[src/rtl/idxcfg_pkg.sv]
package idxcfg_pkg;

  localparam logic [7:0] KEY_ENTER = 8'h87;
  localparam logic [7:0] KEY_EXIT  = 8'hAA;

  localparam logic [7:0] REG_LDN = 8'h07;
  localparam logic [7:0] REG_ID  = 8'h20;
  localparam logic [7:0] REG_REV = 8'h27;
  localparam logic [7:0] REG_EN  = 8'h30;
  localparam logic [7:0] REG_BHI = 8'h60;
  localparam logic [7:0] REG_BLO = 8'h61;

  localparam logic [7:0] LOCKED_READ = 8'hFF;

  typedef enum logic [1:0] {
    LK_LOCKED = 2'd0,
    LK_HALF   = 2'd1,
    LK_OPEN   = 2'd2
  } lock_state_t;

endpackage

[src/rtl/idxcfg_unlock.sv]
module idxcfg_unlock
  import idxcfg_pkg::*;
(
  input  logic       clk,
  input  logic       rst,
  input  logic       idx_wr,
  input  logic [7:0] wdata,
  output logic       cfg_open
);

  lock_state_t state_q;

  always_ff @(posedge clk) begin
    if (rst) begin
      state_q <= LK_LOCKED;
    end else if (idx_wr) begin
      unique case (state_q)
        LK_LOCKED: state_q <= (wdata == KEY_ENTER) ? LK_HALF : LK_LOCKED;
        LK_HALF:   state_q <= (wdata == KEY_ENTER) ? LK_OPEN : LK_LOCKED;
        LK_OPEN:   state_q <= (wdata == KEY_EXIT)  ? LK_LOCKED : LK_OPEN;
        default:   state_q <= LK_LOCKED;
      endcase
    end
  end

  assign cfg_open = (state_q == LK_OPEN);

endmodule

[src/rtl/idxcfg_bank.sv]
module idxcfg_bank
  import idxcfg_pkg::*;
#(
  parameter int BASE_W = 16
) (
  input  logic              clk,
  input  logic              rst,
  input  logic              wr_en,
  input  logic [7:0]        reg_num,
  input  logic [7:0]        wdata,
  output logic              en_q,
  output logic [BASE_W-1:0] base_q
);

  localparam int HI_W = BASE_W - 8;

  always_ff @(posedge clk) begin
    if (rst) begin
      en_q   <= 1'b0;
      base_q <= '0;
    end else if (wr_en) begin
      case (reg_num)
        REG_EN:  en_q <= wdata[0];
        REG_BHI: base_q[BASE_W-1:8] <= wdata[HI_W-1:0];
        REG_BLO: base_q[7:0] <= wdata;
        default: ;
      endcase
    end
  end

endmodule

[src/rtl/idxcfg_top.sv]
module idxcfg_top
  import idxcfg_pkg::*;
#(
  parameter int          NDEV    = 8,
  parameter logic [7:0]  CHIP_ID = 8'hA5,
  parameter logic [7:0]  REV_ID  = 8'h03,
  parameter logic [15:0] PAIR_LO = 16'h002E,
  parameter logic [15:0] PAIR_HI = 16'h004E
) (
  input  logic               clk,
  input  logic               rst,
  input  logic               strap_alt,
  input  logic [15:0]        bus_addr,
  input  logic               bus_wr,
  input  logic               bus_rd,
  input  logic [7:0]         bus_wdata,
  output logic [7:0]         bus_rdata,
  output logic [NDEV-1:0]    dev_en,
  output logic [NDEV*16-1:0] dev_base
);

  localparam int LDN_W = (NDEV > 1) ? $clog2(NDEV) : 1;

  logic [15:0] idx_addr;
  logic        idx_hit, dat_hit;
  logic        idx_wr, idx_rd, dat_wr, dat_rd;
  logic        cfg_open;
  logic [7:0]  idx_q;
  logic [LDN_W-1:0] ldn_q;
  logic        en_w   [NDEV];
  logic [15:0] base_w [NDEV];
  logic [7:0]  reg_val;
  logic [7:0]  rd_next;

  assign idx_addr = strap_alt ? PAIR_HI : PAIR_LO;
  assign idx_hit  = (bus_addr == idx_addr);
  assign dat_hit  = (bus_addr == idx_addr + 16'd1);
  assign idx_wr   = bus_wr & idx_hit;
  assign idx_rd   = bus_rd & idx_hit;
  assign dat_wr   = bus_wr & dat_hit;
  assign dat_rd   = bus_rd & dat_hit;

  idxcfg_unlock u_unlock (
    .clk      (clk),
    .rst      (rst),
    .idx_wr   (idx_wr),
    .wdata    (bus_wdata),
    .cfg_open (cfg_open)
  );

  always_ff @(posedge clk) begin
    if (rst) begin
      idx_q <= '0;
      ldn_q <= '0;
    end else begin
      if (idx_wr && cfg_open && bus_wdata != KEY_EXIT)
        idx_q <= bus_wdata;
      if (dat_wr && cfg_open && idx_q == REG_LDN && int'(bus_wdata) < NDEV)
        ldn_q <= bus_wdata[LDN_W-1:0];
    end
  end

  for (genvar g = 0; g < NDEV; g++) begin : g_dev
    logic sel_wr;
    assign sel_wr = dat_wr & cfg_open & (int'(ldn_q) == g);

    idxcfg_bank #(.BASE_W(16)) u_bank (
      .clk     (clk),
      .rst     (rst),
      .wr_en   (sel_wr),
      .reg_num (idx_q),
      .wdata   (bus_wdata),
      .en_q    (en_w[g]),
      .base_q  (base_w[g])
    );

    assign dev_en[g]             = en_w[g];
    assign dev_base[16*g +: 16]  = base_w[g];
  end

  always_comb begin
    case (idx_q)
      REG_LDN: reg_val = 8'(ldn_q);
      REG_ID:  reg_val = CHIP_ID;
      REG_REV: reg_val = REV_ID;
      REG_EN:  reg_val = {7'd0, en_w[ldn_q]};
      REG_BHI: reg_val = base_w[ldn_q][15:8];
      REG_BLO: reg_val = base_w[ldn_q][7:0];
      default: reg_val = 8'h00;
    endcase
  end

  always_comb begin
    rd_next = 8'h00;
    if (idx_rd)      rd_next = cfg_open ? idx_q   : LOCKED_READ;
    else if (dat_rd) rd_next = cfg_open ? reg_val : LOCKED_READ;
  end

  always_ff @(posedge clk) begin
    if (rst) bus_rdata <= 8'h00;
    else     bus_rdata <= rd_next;
  end

endmodule

[config.mk]
export PLATFORM = sky130hd
export DESIGN_NAME = idxcfg_top
export DESIGN_NICKNAME = d
export VERILOG_FILES = /design/src/rtl/idxcfg_pkg.sv /design/src/rtl/idxcfg_unlock.sv /design/src/rtl/idxcfg_bank.sv /design/src/rtl/idxcfg_top.sv
export SDC_FILE = /design/constraint.sdc
export NUM_CORES = 1
export LEC_CHECK = 0
export BUFFER_PORTS_ARGS = -buffer_cell sky130_fd_sc_hd__buf_4
export CAP_MARGIN = 10
export CORE_MARGIN = 2
export CORE_UTILIZATION = 55
export DETAILED_ROUTE_END_ITERATION = 7
export PLACE_DENSITY_LB_ADDON = 0.15
export SLEW_MARGIN = 20
export SYNTH_ARGS = -nofsm -noshare
export SYNTH_HDL_FRONTEND = slang
export SYNTH_SLANG_ARGS = --single-unit
[constraint.sdc]
create_clock -name clk -period 7.05 [get_ports clk]
set_input_delay 2.115 -clock clk [delete_from_list [all_inputs] [get_ports clk]]
set_output_delay 2.115 -clock clk [all_outputs]
set_load 0.03 [all_outputs]
# After elaboration in Yosys (flattened, before gate mapping)
# Index checks and enable logic that the tools add are counted.
dict set report word_totals {
  wordCells 112
  input_bits 29
  ff_bits 157
  out_inout_bits 144
}
dict set report classes {
  n_mux 16
  reduce_logical 31
  magnitude_cmp 2
  eq_ne 20
  bitwise_logic 14
  addsub 1
}
# operator count
set ops {}
lappend ops {{binary-select mux 16 bit (select 3 bit)} 1}
lappend ops {{one-hot mux 8 bit (6 select lines)} 1}
lappend ops {{AND reduction 2 bit} 24}
lappend ops {{two-way mux 16 bit} 2}
lappend ops {{two-way mux 8 bit} 4}
lappend ops {{== test 8 x 6 -> 1 bit (second input constant)} 3}
lappend ops {{== test 16 x 7 -> 1 bit} 1}
lappend ops {{== test 16 x 8 -> 1 bit} 1}
lappend ops {{== test 8 x 7 -> 1 bit (second input constant)} 2}
lappend ops {{== test 8 bit (second input constant)} 2}
lappend ops {{AND 1 bit} 13}
lappend ops {{== test 3 bit (second input constant)} 4}
lappend ops {{adder 7 x 1 -> 8 bit (second input constant)} 1}
lappend ops {{== test 8 x 3 -> 1 bit (second input constant)} 1}
lappend ops {{less-than comparator 8 x 4 -> 1 bit (second input constant)} 1}
lappend ops {{!= test 8 bit (second input constant)} 1}
lappend ops {{two-way mux 7 bit} 1}
lappend ops {{== test 3 x 2 -> 1 bit (second input constant)} 2}
lappend ops {{one-hot mux 2 bit (3 select lines)} 1}
lappend ops {{logical AND 1 bit} 5}
lappend ops {{>= comparator 4 bit (second input constant)} 1}
lappend ops {{two-way mux 2 bit} 2}
lappend ops {{NOT 3 -> 4 bit} 1}
lappend ops {{binary-select mux 1 bit (select 3 bit)} 1}
lappend ops {{6 further kinds} 8}

# Longest topological paths before layout
# Gate-level depths: netlist of run 1.
dict set report logic_depth {
  ltp_word 8
  depth_mapped 8
  depth_no_buf 5
}

# Hierarchy
# A second synthesis of run 1 with hierarchy kept.
dict set report unflattened {
  cells_unflattened 790
  hier_area_um2 8628.3
}
# mod cells_per_inst seq_area_each_um2 n_inst area_each_um2
set modules_own_cells {}
lappend modules_own_cells {idxcfg_bank 71 340.3 8 780.7}
lappend modules_own_cells {idxcfg_top 208 380.4 1 2242.2}
lappend modules_own_cells {idxcfg_unlock 14 40.0 1 140.1}

# Least setup slack after synthesis of run 1
# OpenSTA, ideal clock, no wires.
dict set report synth_path {
  path_kind {input-to-reg}
  start {input bus_addr[10]}
  end {register g_dev[6].u_bank.base_q[0]}
  path_slack_ps 3243
  t_arrival_ps 3680
  setup_ps 128
  n_path_buf 2
  path_stages 7
  t_required_ps 6922
  cell_sequence {nor4b_1 and4b_1 buf_4 buf_6 nand4_2 mux2i_1 nor2_1}
}
dict set report synth_between {
  elab_chain_cells 5
}
# item line_no
set synth_rtl {}
lappend synth_rtl {{start: declaration} idxcfg_top.sv:13} ;# input logic [15:0] bus_addr,
lappend synth_rtl {{== test 16 x 8 -> 1 bit} idxcfg_top.sv:37} ;# assign dat_hit = (bus_addr == idx_addr + 16'd1);
lappend synth_rtl {{AND 1 bit} idxcfg_top.sv:40} ;# assign dat_wr = bus_wr & dat_hit;
lappend synth_rtl {{AND 1 bit (2 in a row)} idxcfg_top.sv:65} ;# assign sel_wr = dat_wr & cfg_open & (int'(ldn_q) == g);
lappend synth_rtl {{AND reduction 2 bit (no line)} --}
lappend synth_rtl {{end signal: indexed assignment} idxcfg_bank.sv:24} ;# REG_BHI: base_q[BASE_W-1:8] <= wdata[HI_W-1:0];
lappend synth_rtl {{end signal: assignment} idxcfg_bank.sv:25} ;# REG_BLO: base_q[7:0] <= wdata;
lappend synth_rtl {{end: declaration} idxcfg_bank.sv:12} ;# output logic [BASE_W-1:0] base_q
# No other way between the ends.
# A chain may end at the register's enable or synchronous reset.

# Worst setup path after layout of run 1
dict set report layout_path {
  start {input bus_addr[10]}
  end {register g_dev[3].u_bank.base_q[0]}
}
dict set report layout_between {
  elab_chain_cells 5
}
# item line_no
set layout_rtl {}
lappend layout_rtl {{== test 16 x 8 -> 1 bit} idxcfg_top.sv:37}
lappend layout_rtl {{AND 1 bit} idxcfg_top.sv:40}
lappend layout_rtl {{AND 1 bit (2 in a row)} idxcfg_top.sv:65}
lappend layout_rtl {{AND reduction 2 bit (no line)} --}
lappend layout_rtl {{end signal: indexed assignment} idxcfg_bank.sv:24}
lappend layout_rtl {{end signal: assignment} idxcfg_bank.sv:25}
lappend layout_rtl {{end: declaration} idxcfg_bank.sv:12}
# No other way between the ends.

==> metrics, run 1 <==
DP Cell Count=996; portion of total power attributed to sequential cells=47.9%; Bufs on Longest Clock Path=2; largest cells by area after synthesis=dfxtp_1, mux2i_1, mux4_2; WP data required=7330 ps; WS Path Type=in -> reg; row count=42; fin crit share=between 60% and 70%; Overflow after GRT=0; layout cell share with drive strength beyond 1=a little under a third; Ys Warns=0; Vias/cell=5.97; switching share of power=a little under a quarter; drt drc=0; register bit count reported by yosys=157; GP Congestion=0.909; H-tree levels=4; Final #Nets=868; Critical R2R Launch=ldn_q[0]; final setup violation count=0; FMAX=230 MHz; met3 wire len=1550 µm; M1 WL=9380 µm; hold buffer count at cts=0; setup tns final=0 ps; Max transition margin=38.0%; clock transition at the registers of the reported paths=70 ps; synthesized area=7520 µm²; Min-Delay Path Class=reg -> reg; die height=121 µm; EDFF count, synth=0; Int Power=0.00143 W; Post-synth ARST share=0%; actual slew at the worst max-slew pin=929 ps; Worst setup SP type=primary input; drt pass-1 iters=5; max cap viols=0; top sig layer=met4; Global Route Usage Sum=between 30% and 40%; final slew viol count=0; Critical Path Sink Type=flip-flop; largest net degree at the start of global routing=125; CTS Root Cell=clkbuf_16; power share of the clock group=49.3%; Post-CTS Setup Bufs=0; CP arrival=approximately 4600 ps; initial core utilization=a little under three fifths; # resized after CTS=0; Post-Layout Cell Count=1028; Min-Delay Path Depth=2; quantity of I/O buffers inserted on ports=roughly 170; fin crit period=4350 ps; Comb pwr share=about 2.8%; TritonCTS clock tree=built; RSZ-0062 raised after global routing=false; main flop type after synthesis=dfxtp_1; clock buffer count from CTS=17; first-pass GRT wire length=approximately 34000 µm; Skew-Pair Late Insertion Delay=430 ps; io pins=173; Synth Instances=713; worst hold start=u_unlock.state_q[0]; Hold Slack=~530 ps; Post-Syn Area per Cell=about 11 µm²; die area=14600 µm²; Post-Syn Nets=742; leak pwr=4.86 nW; P_sw=0.000424 W; routed vias=around 6000; die extent in x=about 120 µm; Filler cells=989; final hold vios=0; Antenna diodes=0; top-area cell type share of the netlist area=41.8%; antenna viol nets, final=0; clk_skew=approximately 8 ps; core area=between 10000 and 15000 µm²; DP HPWL=about 15000 µm; status=finished, final reports clean; Area growth, synth to finish=24.0%; Clock Sink Count=~160; peak fanout along the critical path=27; VDD IR max=approximately 0.00016 V; detailed router's first-iteration violation count=529; Total Wirelength=21800 µm; vias in the first global route=5877; critical path startpoint=bus_addr[10]; routed wire length per instance=21.2 µm; PD cells=roughly 200 nW/µm²; R2R depth=6; Synth area leader=dfxtp_1; sequential area share after synthesis=41.8%; DR WL met2=10400 µm; Netlist cell types=56; initial antenna violation count=0
synthesized netlist by cell type (2+ instances only):
master and count:
mux2i_1 146, nor3_1 6, nand4_4 12, nor3b_1 5, or4_1 3, nor4b_1 3
nand4_1 9, and2_1 2, nor4_1 3, a21oi_1 9, mux4_1 5, o2111a_1 2
nand3b_1 9, dfxtp_1 157, nand4_2 4, o21ai_0 15, nand2b_1 11, nand2_1 19
inv_1 3, clkbuf_1 40, buf_2 10, buf_4 11, buf_6 3, mux4_2 28
mux2_2 4, buf_1 5, nor2b_1 5, a211o_1 2, a31oi_1 2, a2111oi_0 2
o32ai_1 2, nor2_1 147, o21ai_1 2, nand3_1 5
cells in the final DEF, fill, tap and decap left out, drive strengths merged, types with 6 or more instances in the layout:
cell type / n
buf: 176
inv: 6
nand2b: 11
dfxtp: 157
a21oi: 9
o21ai: 17
nand4: 25
nand3b: 9
nor2: 149
clkinv: 8
mux2i: 146
nor3: 6
nand2: 19
mux4: 33
clkbuf: 17
path summary, 6_finish.rpt:
check	slack, ps	endpoint
setup / recovery	2700	g_dev[3].u_bank.base_q[0]
hold / removal	530	u_unlock.state_q[0]
setup reg to reg	4200	bus_rdata[1]
hold reg to reg	530	u_unlock.state_q[0]
through the flow:
| step | instance area (µm²) | power [W] | util (%) | setup slack, ps |
|---|---|---|---|---|
| global route | 9320 | 0.00190 | 70.1 | 2520 |
| CTS | 9320 | 0.00186 | 70.1 | 2740 |
| global placement | 8730 | 0.000956 | 65.6 | 2390 |
| finish | 9320 | 0.00185 | 70.1 | 2700 |
| detailed placement | 8730 | 0.000957 | 65.6 | 2300 |
| floorplan | 7520 | 0.000937 | - | 3240 |
final cells by class:
class	count	area, µm²	area share (%)
Clock buffer	17	425	4.56
Clock inverter	15	163	1.75
Inverter	4	15.0	0.161
Multi-Input combinational cell	483	4030	43.2
Sequential cell	157	3150	33.8
Tap cell	176	220	2.36
Timing Repair Buffer	176	1330	14.2
kinds of logic after synthesis:
| family | share of synthesized area, % |
|---|---|
| buffers and inverters | 4.66 |
| muxes | 30.2 |
| AOI/OAI and AO/OA | 3.81 |
| DFF | 41.8 |
| and+or+nand+nor | 19.5 |
flip-flops by register name (all words and copies together), names as in the netlist:
name / count
bus_rdata: 8
u_unlock.state_q: 2
ldn_q: 3
g_dev.u_bank.en_q: 8
g_dev.u_bank.base_q: 128
idx_q: 8
worst max-delay path, stage by stage:
cell and delay [ps]:
buf_4 110, nor4b_1 480, and4b_2 940, nand4_2 590, mux2i_1 320, nor2_1 70
power groups by stage:
stage	logic, W	clock network, W	registers [W]
after floorplan	0.0000298	0	0.000907
after global placement	0.0000492	0	0.000907
after global routing	0.0000544	0.000958	0.000886
after CTS	0.0000500	0.000918	0.000887
after detailed placement	0.0000500	0	0.000907
final	0.0000512	0.000914	0.000887
metal layers:
layer / GRT usage [%] / vias up
li1: - / 2802
met1: 41.2 / 3037
met2: 47.8 / 258
met3: 6.34 / 42
met4: 11.0 / 0
met5: 0 / -
Note: power is estimated with default switching activity, not from simulation.
==> run 2, diff against run 1 <==
--- a/config.mk
+++ b/config.mk
@@ -8,7 +8,7 @@
 export BUFFER_PORTS_ARGS = -buffer_cell sky130_fd_sc_hd__buf_4
 export CAP_MARGIN = 10
 export CORE_MARGIN = 2
-export CORE_UTILIZATION = 55
+export CORE_UTILIZATION = 54
 export DETAILED_ROUTE_END_ITERATION = 7
 export PLACE_DENSITY_LB_ADDON = 0.15
 export SLEW_MARGIN = 20
==> constraint.sdc (replaced) <==
create_clock -name clk -period 4.4 [get_ports clk]
set_input_delay 1.32 -clock clk [delete_from_list [all_inputs] [get_ports clk]]
set_output_delay 1.32 -clock clk [all_outputs]
set_load 0.03 [all_outputs]
==> run 2 against run 1 <==
Net effect:
- register-to-register slack worse by 2700 ps
- combinational power grew 61%
- power up 67%
- cell area increased by 0.98%
- sequential cell count is the same
- critical path type unchanged
- largest power group unchanged
==> metrics, run 2 (same netlist as run 1, synthesis figures left out) <==
antenna viol nets, final=0; reg2reg end=bus_rdata[1]; Antenna diodes=0; most frequent cells in the layout=buf_4, dfxtp_1, nor2_1, mux2i_1, mux4_2; Final #Nets=873; H-tree levels=4; final setup violation count=0; Overflow after GRT=0; Reg with most FFs=g_dev.u_bank.base_q; CP delay by family, top=simple AND/OR/NAND/NOR gates; routed vias=6201; setup tns final=0 ps; Area growth, synth to finish=25.2%; peak fanout along the critical path=20; FMAX=302 MHz; # resized after CTS=0; clock transition at the registers of the reported paths=around 60 ps; cell chain of the critical path=buf_4 -> nor4b_1 -> and4b_2 -> nand4_2 -> mux2i_1 -> nor2_1; R2R depth=5; clock buffer count from CTS=17; largest net degree at the start of global routing=87; Post-CTS Setup Bufs=0; drt drc=0; status=finished, final reports clean; Worst setup SP type=primary input; initial antenna violation count=0; Total Wirelength=22400 µm; Vias/cell=around 6; Max transition margin=34.2%; io pins=about 170; fin crit share=75.4%; final hold vios=0; max cap viols=0; worst hold start=u_unlock.state_q[0]; actual slew at the worst max-slew pin=slightly below 1000 ps; area of the multi-input gates=4030 µm²; CTS Root Cell=clkbuf_16; die height=122 µm; CP arrival=3610 ps; VDD IR max=0.000275 V; Min-Delay Path Depth=2; hold buffer count at cts=0; drt pass-1 iters=5; fin crit period=3320 ps; Global Route Usage Sum=31.1%; layout cell share with drive strength beyond 1=31.3%; Reg2Reg Setup Slack=about 1500 ps; initial core utilization=54.8%; Setup WS pre-CTS=between 600 and 700 ps; Hold Path End=u_unlock.state_q[0]; vias in the first global route=6135; setup ws final=1080 ps; Filler cells=just over 1000; routed wire length per instance=21.6 µm; clk_skew=roughly 9.5 ps; detailed router's first-iteration violation count=447; Critical R2R Launch=ldn_q[0]; leak pwr=4.91 nW; Critical Path Sink Type=flip-flop; slowest stage delay, CP=approximately 670 ps; WS Path Type=in -> reg; first-pass GRT wire length=34700 µm; Bufs and invs on worst path=1; die extent in x=~120 µm; RSZ-0062 raised after global routing=false; GP Congestion=between 0.9 and 1; row count=between 40 and 50; WP data required=between 4000 and 5000 ps; quantity of I/O buffers inserted on ports=172; max FFs per register=128; PD cells=329 nW/µm²; Skew-Pair Late Insertion Delay=~430 ps; die area=about 15000 µm²; Max stage delay cell, worst path=and4b_2; Clock Sink Count=~160; final slew viol count=0; DP HPWL=roughly 15000 µm; Bufs on Longest Clock Path=2; TritonCTS clock tree=built; FF+latch area=around 3100 µm²; Min-Delay Path Class=reg -> reg; most common cell after layout, fill and taps aside=buf_4; core area=13700 µm²; Hold Slack=522 ps
## run 2: changes by cell type in the layout (fill, tap and decap cells not counted)
cell / delta
clkinvlp_4: -2
buf_6: -1
clkinv_2: +1
inv_6: -3
bufinv_16: +3
clkinv_4: -3
clkbuf_1: +3
buf_4: +6
clkbuf_8: +1
## run 2: per-stage QoR
step | area, µm² | util (%) | power [W] | instances
2_1_floorplan | 7520 | - | 0.00150 | 713
6_report | 9410 | 68.6 | 0.00310 | 1037
3_3_place_gp | 8770 | 63.9 | 0.00153 | 1005
4_1_cts | 9410 | 68.6 | 0.00311 | 1037
3_5_place_dp | 8770 | 63.9 | 0.00153 | 1005
5_1_grt | 9410 | 68.6 | 0.00318 | 1037
## run 2: how the worst max path moves through the flow
stage | slack [ps] | startpoint | to | cells past startpoint
finish | 1080 | bus_addr[10] | g_dev[7].u_bank.base_q[2] | 6
global route | 970 | bus_addr[10] | g_dev[7].u_bank.base_q[2] | 6
CTS | 1130 | bus_addr[10] | g_dev[7].u_bank.base_q[2] | 6
detailed placement | 690 | bus_addr[10] | g_dev[7].u_bank.base_q[5] | 6
global placement | 750 | bus_addr[10] | g_dev[7].u_bank.base_q[7] | 6
floorplan | 1390 | bus_addr[10] | g_dev[6].u_bank.base_q[0] | 7
## run 2: where the power goes
group / leakage (nW) / internal (W) / switching (W)
logic: 3.34 / 0.0000249 / 0.0000575
registers: 1.26 / 0.00142 / 0.000000000299
clock network: 0.311 / 0.00102 / 0.000576
total: 4.91 / 0.00247 / 0.000634
## run 2: layout make-up
cell class | count | share of cell area [%]
inverters | 4 | 0.160
flip-flops and latches | 157 | 33.4
clock buffers | 21 | 4.79
repair buffers | 181 | 14.4
well taps | 180 | 2.39
multi-input cells | 483 | 42.8
clock inverters | 11 | 2.02
## run 2: per-layer routing
layer | GRT usage [%] | up-vias | routed length [µm]
li1 | - | 2810 | -
met1 | 40.2 | 3054 | 9410
met2 | 50.0 | 289 | 10600
met3 | 8.01 | 48 | 1800
met4 | 12.3 | 0 | 631
met5 | 0 | - | 0
## run 2: worst reg2reg max path, cell delays in order, from the launching register on
cell,delay [ps]
dfxtp_2,980
mux4_2,660
mux2i_1,230
nor3_1,80
a2111oi_0,550
o21ai_0,240
==> run 3, diff against run 2 <==
==> constraint.sdc (replaced) <==
create_clock -name clk -period 3.1 [get_ports clk]
set_input_delay 0.93 -clock clk [delete_from_list [all_inputs] [get_ports clk]]
set_output_delay 0.93 -clock clk [all_outputs]
set_load 0.03 [all_outputs]
==> run 3 against run 2 <==
Net effect:
- register-to-register slack lost 1000 ps
- wire length grew 0.15%
- die area is the same
- clock-buffer cell count shrank 3
- critical path depth shrank 1
- sequential power grew 42%
- clock skew grew 0.78 ps
- via count grew 0.27%
- first-iteration DRC count grew 15%
- final cell count grew 1.4%
- highest routed layer unchanged
==> metrics, run 3 (same netlist as run 1, synthesis figures left out) <==
VDD IR max=0.000278 V; clock buffer count from CTS=17; die height=approximately 120 µm; cell chain of the critical path=buf_4 -> nor2b_1 -> nand4_4 -> mux2i_1 -> nor2_1; switching share of power=23.1%; area of the multi-input gates=4030 µm²; die extent in x=122 µm; Comb pwr share=under 10%; Min-Delay Path Class=reg -> reg; Placed Area=8930 µm²; routed vias=6218; Total Wirelength=22400 µm; peak fanout along the critical path=21; final slew viol count=0; TritonCTS clock tree=built; # resized after CTS=0; max FFs per register=128; io pins=173; largest net degree at the start of global routing=157; initial antenna violation count=0; Bufs on Longest Clock Path=2; Post-CTS Setup Bufs=0; Overflow after GRT=0; CTS Root Cell=clkbuf_16; WS Path Type=reg -> reg; WP data required=3390 ps; most common cell after layout, fill and taps aside=buf_4; initial core utilization=54.8%; RSZ-0062 raised after global routing=false; Setup WS pre-CTS=~160 ps; slowest stage delay, CP=800 ps; Area growth, synth to finish=26.8%; FF+latch area=about 3100 µm²; P_sw=0.000986 W; most frequent cells in the layout=buf_4, dfxtp_1, nor2_1, mux2i_1, mux4_2; Skew-Pair Late Insertion Delay=440 ps; H-tree levels=4; row count=43; final setup violation count=0; DP HPWL=15700 µm; Critical Path Sink Type=flip-flop; GP Congestion=0.933; die area=14900 µm²; quantity of I/O buffers inserted on ports=172; max cap viols=0; Antenna diodes=0; fin crit period=2620 ps; setup tns final=0 ps; portion of total power attributed to sequential cells=47.3%; clock transition at the registers of the reported paths=about 70 ps; Vias/cell=between 5 and 6; Final #Nets=888; drt drc=0; fin crit share=84.6%; Int Power=about 0.0033 W; FMAX=about 380 MHz; final hold vios=0; power share of the clock group=49.8%; antenna viol nets, final=0; setup ws final=478 ps; leak pwr=4.97 nW; core area=13700 µm²; Worst setup SP type=flip-flop; drt pass-1 iters=5; CP arrival=2920 ps; first-pass GRT wire length=33800 µm; routed wire length per instance=21.3 µm; detailed router's first-iteration violation count=513; clk_skew=roughly 10 ps; PD cells=447 nW/µm²; Global Route Usage Sum=30.5%; Reg2Reg Setup Slack=about 480 ps; Max transition margin=37.9%; Clock Sink Count=157; Finished Cell Area=9530 µm²; Filler cells=1069; status=finished, final reports clean; hold buffer count at cts=0; Max stage delay cell, worst path=nor2b_1; actual slew at the worst max-slew pin=approximately 930 ps; layout cell share with drive strength beyond 1=32.8%; vias in the first global route=5859; Reg with most FFs=g_dev.u_bank.base_q
[run 3: cell count changes in the layout (fill, tap and decap cells not counted), sizes merged]
cell | before | now
buf | 181 | 196
inv | 3 | 6
clkinvlp | 1 | 6
clkbuf | 21 | 18
clkinv | 6 | 4
bufinv | 5 | 2
[run 3: final timing paths]
kind                        startpoint                         to  depth (start not counted)
max                           ldn_q[0]  g_dev[5].u_bank.base_q[5]                          5
min          g_dev[5].u_bank.base_q[7]  g_dev[5].u_bank.base_q[7]                          2
max reg2reg                   ldn_q[0]  g_dev[5].u_bank.base_q[5]                          5
min reg2reg  g_dev[5].u_bank.base_q[7]  g_dev[5].u_bank.base_q[7]                          2
[run 3: stage by stage]
stage	total power, W	cells	utilization [%]	hold WS [ps]
final	0.00426	1052	69.5	530
after global routing	0.00437	1052	69.5	551
after CTS	0.00427	1052	69.5	532
after detailed placement	0.00219	1020	65.1	517
after global placement	0.00218	1020	65.1	498
after floorplan	0.00213	713	-	481
[run 3: cell type report]
type / count / area share (%)
Clock buffer: 18 / 4.61
Clock inverter: 14 / 1.68
Inverter: 4 / 0.158
Multi-Input combinational cell: 483 / 42.2
Sequential cell: 157 / 33.0
Tap cell: 180 / 2.36
Timing Repair Buffer: 196 / 16.0
[run 3: critical path: cells and delay by family, from the launching register on]
kind                   cells  cell delay, ps
flip-flops                 1             530
multiplexers               1             260
buffers and inverters      1             410
AND/OR/NAND/NOR            3            1270
[run 3: per-layer routing]
| layer | vias up | GRT usage [%] | share of wire, % |
|---|---|---|---|
| met1 | 3048 | 40.0 | 41 |
| met5 | - | 0 | 0 |
| li1 | 2851 | - | - |
| met2 | 281 | 48.9 | 48 |
| met4 | 0 | 11.0 | 2.2 |
| met3 | 38 | 7.72 | 8.4 |
[run 3: power by group through the flow]
stage	clock (W)	combinational (W)	sequential [W]
CTS	0.00213	0.000124	0.00202
finish	0.00212	0.000124	0.00202
global placement	0	0.000122	0.00206
global route	0.00222	0.000132	0.00202
detailed placement	0	0.000123	0.00206
floorplan	0	0.0000677	0.00206
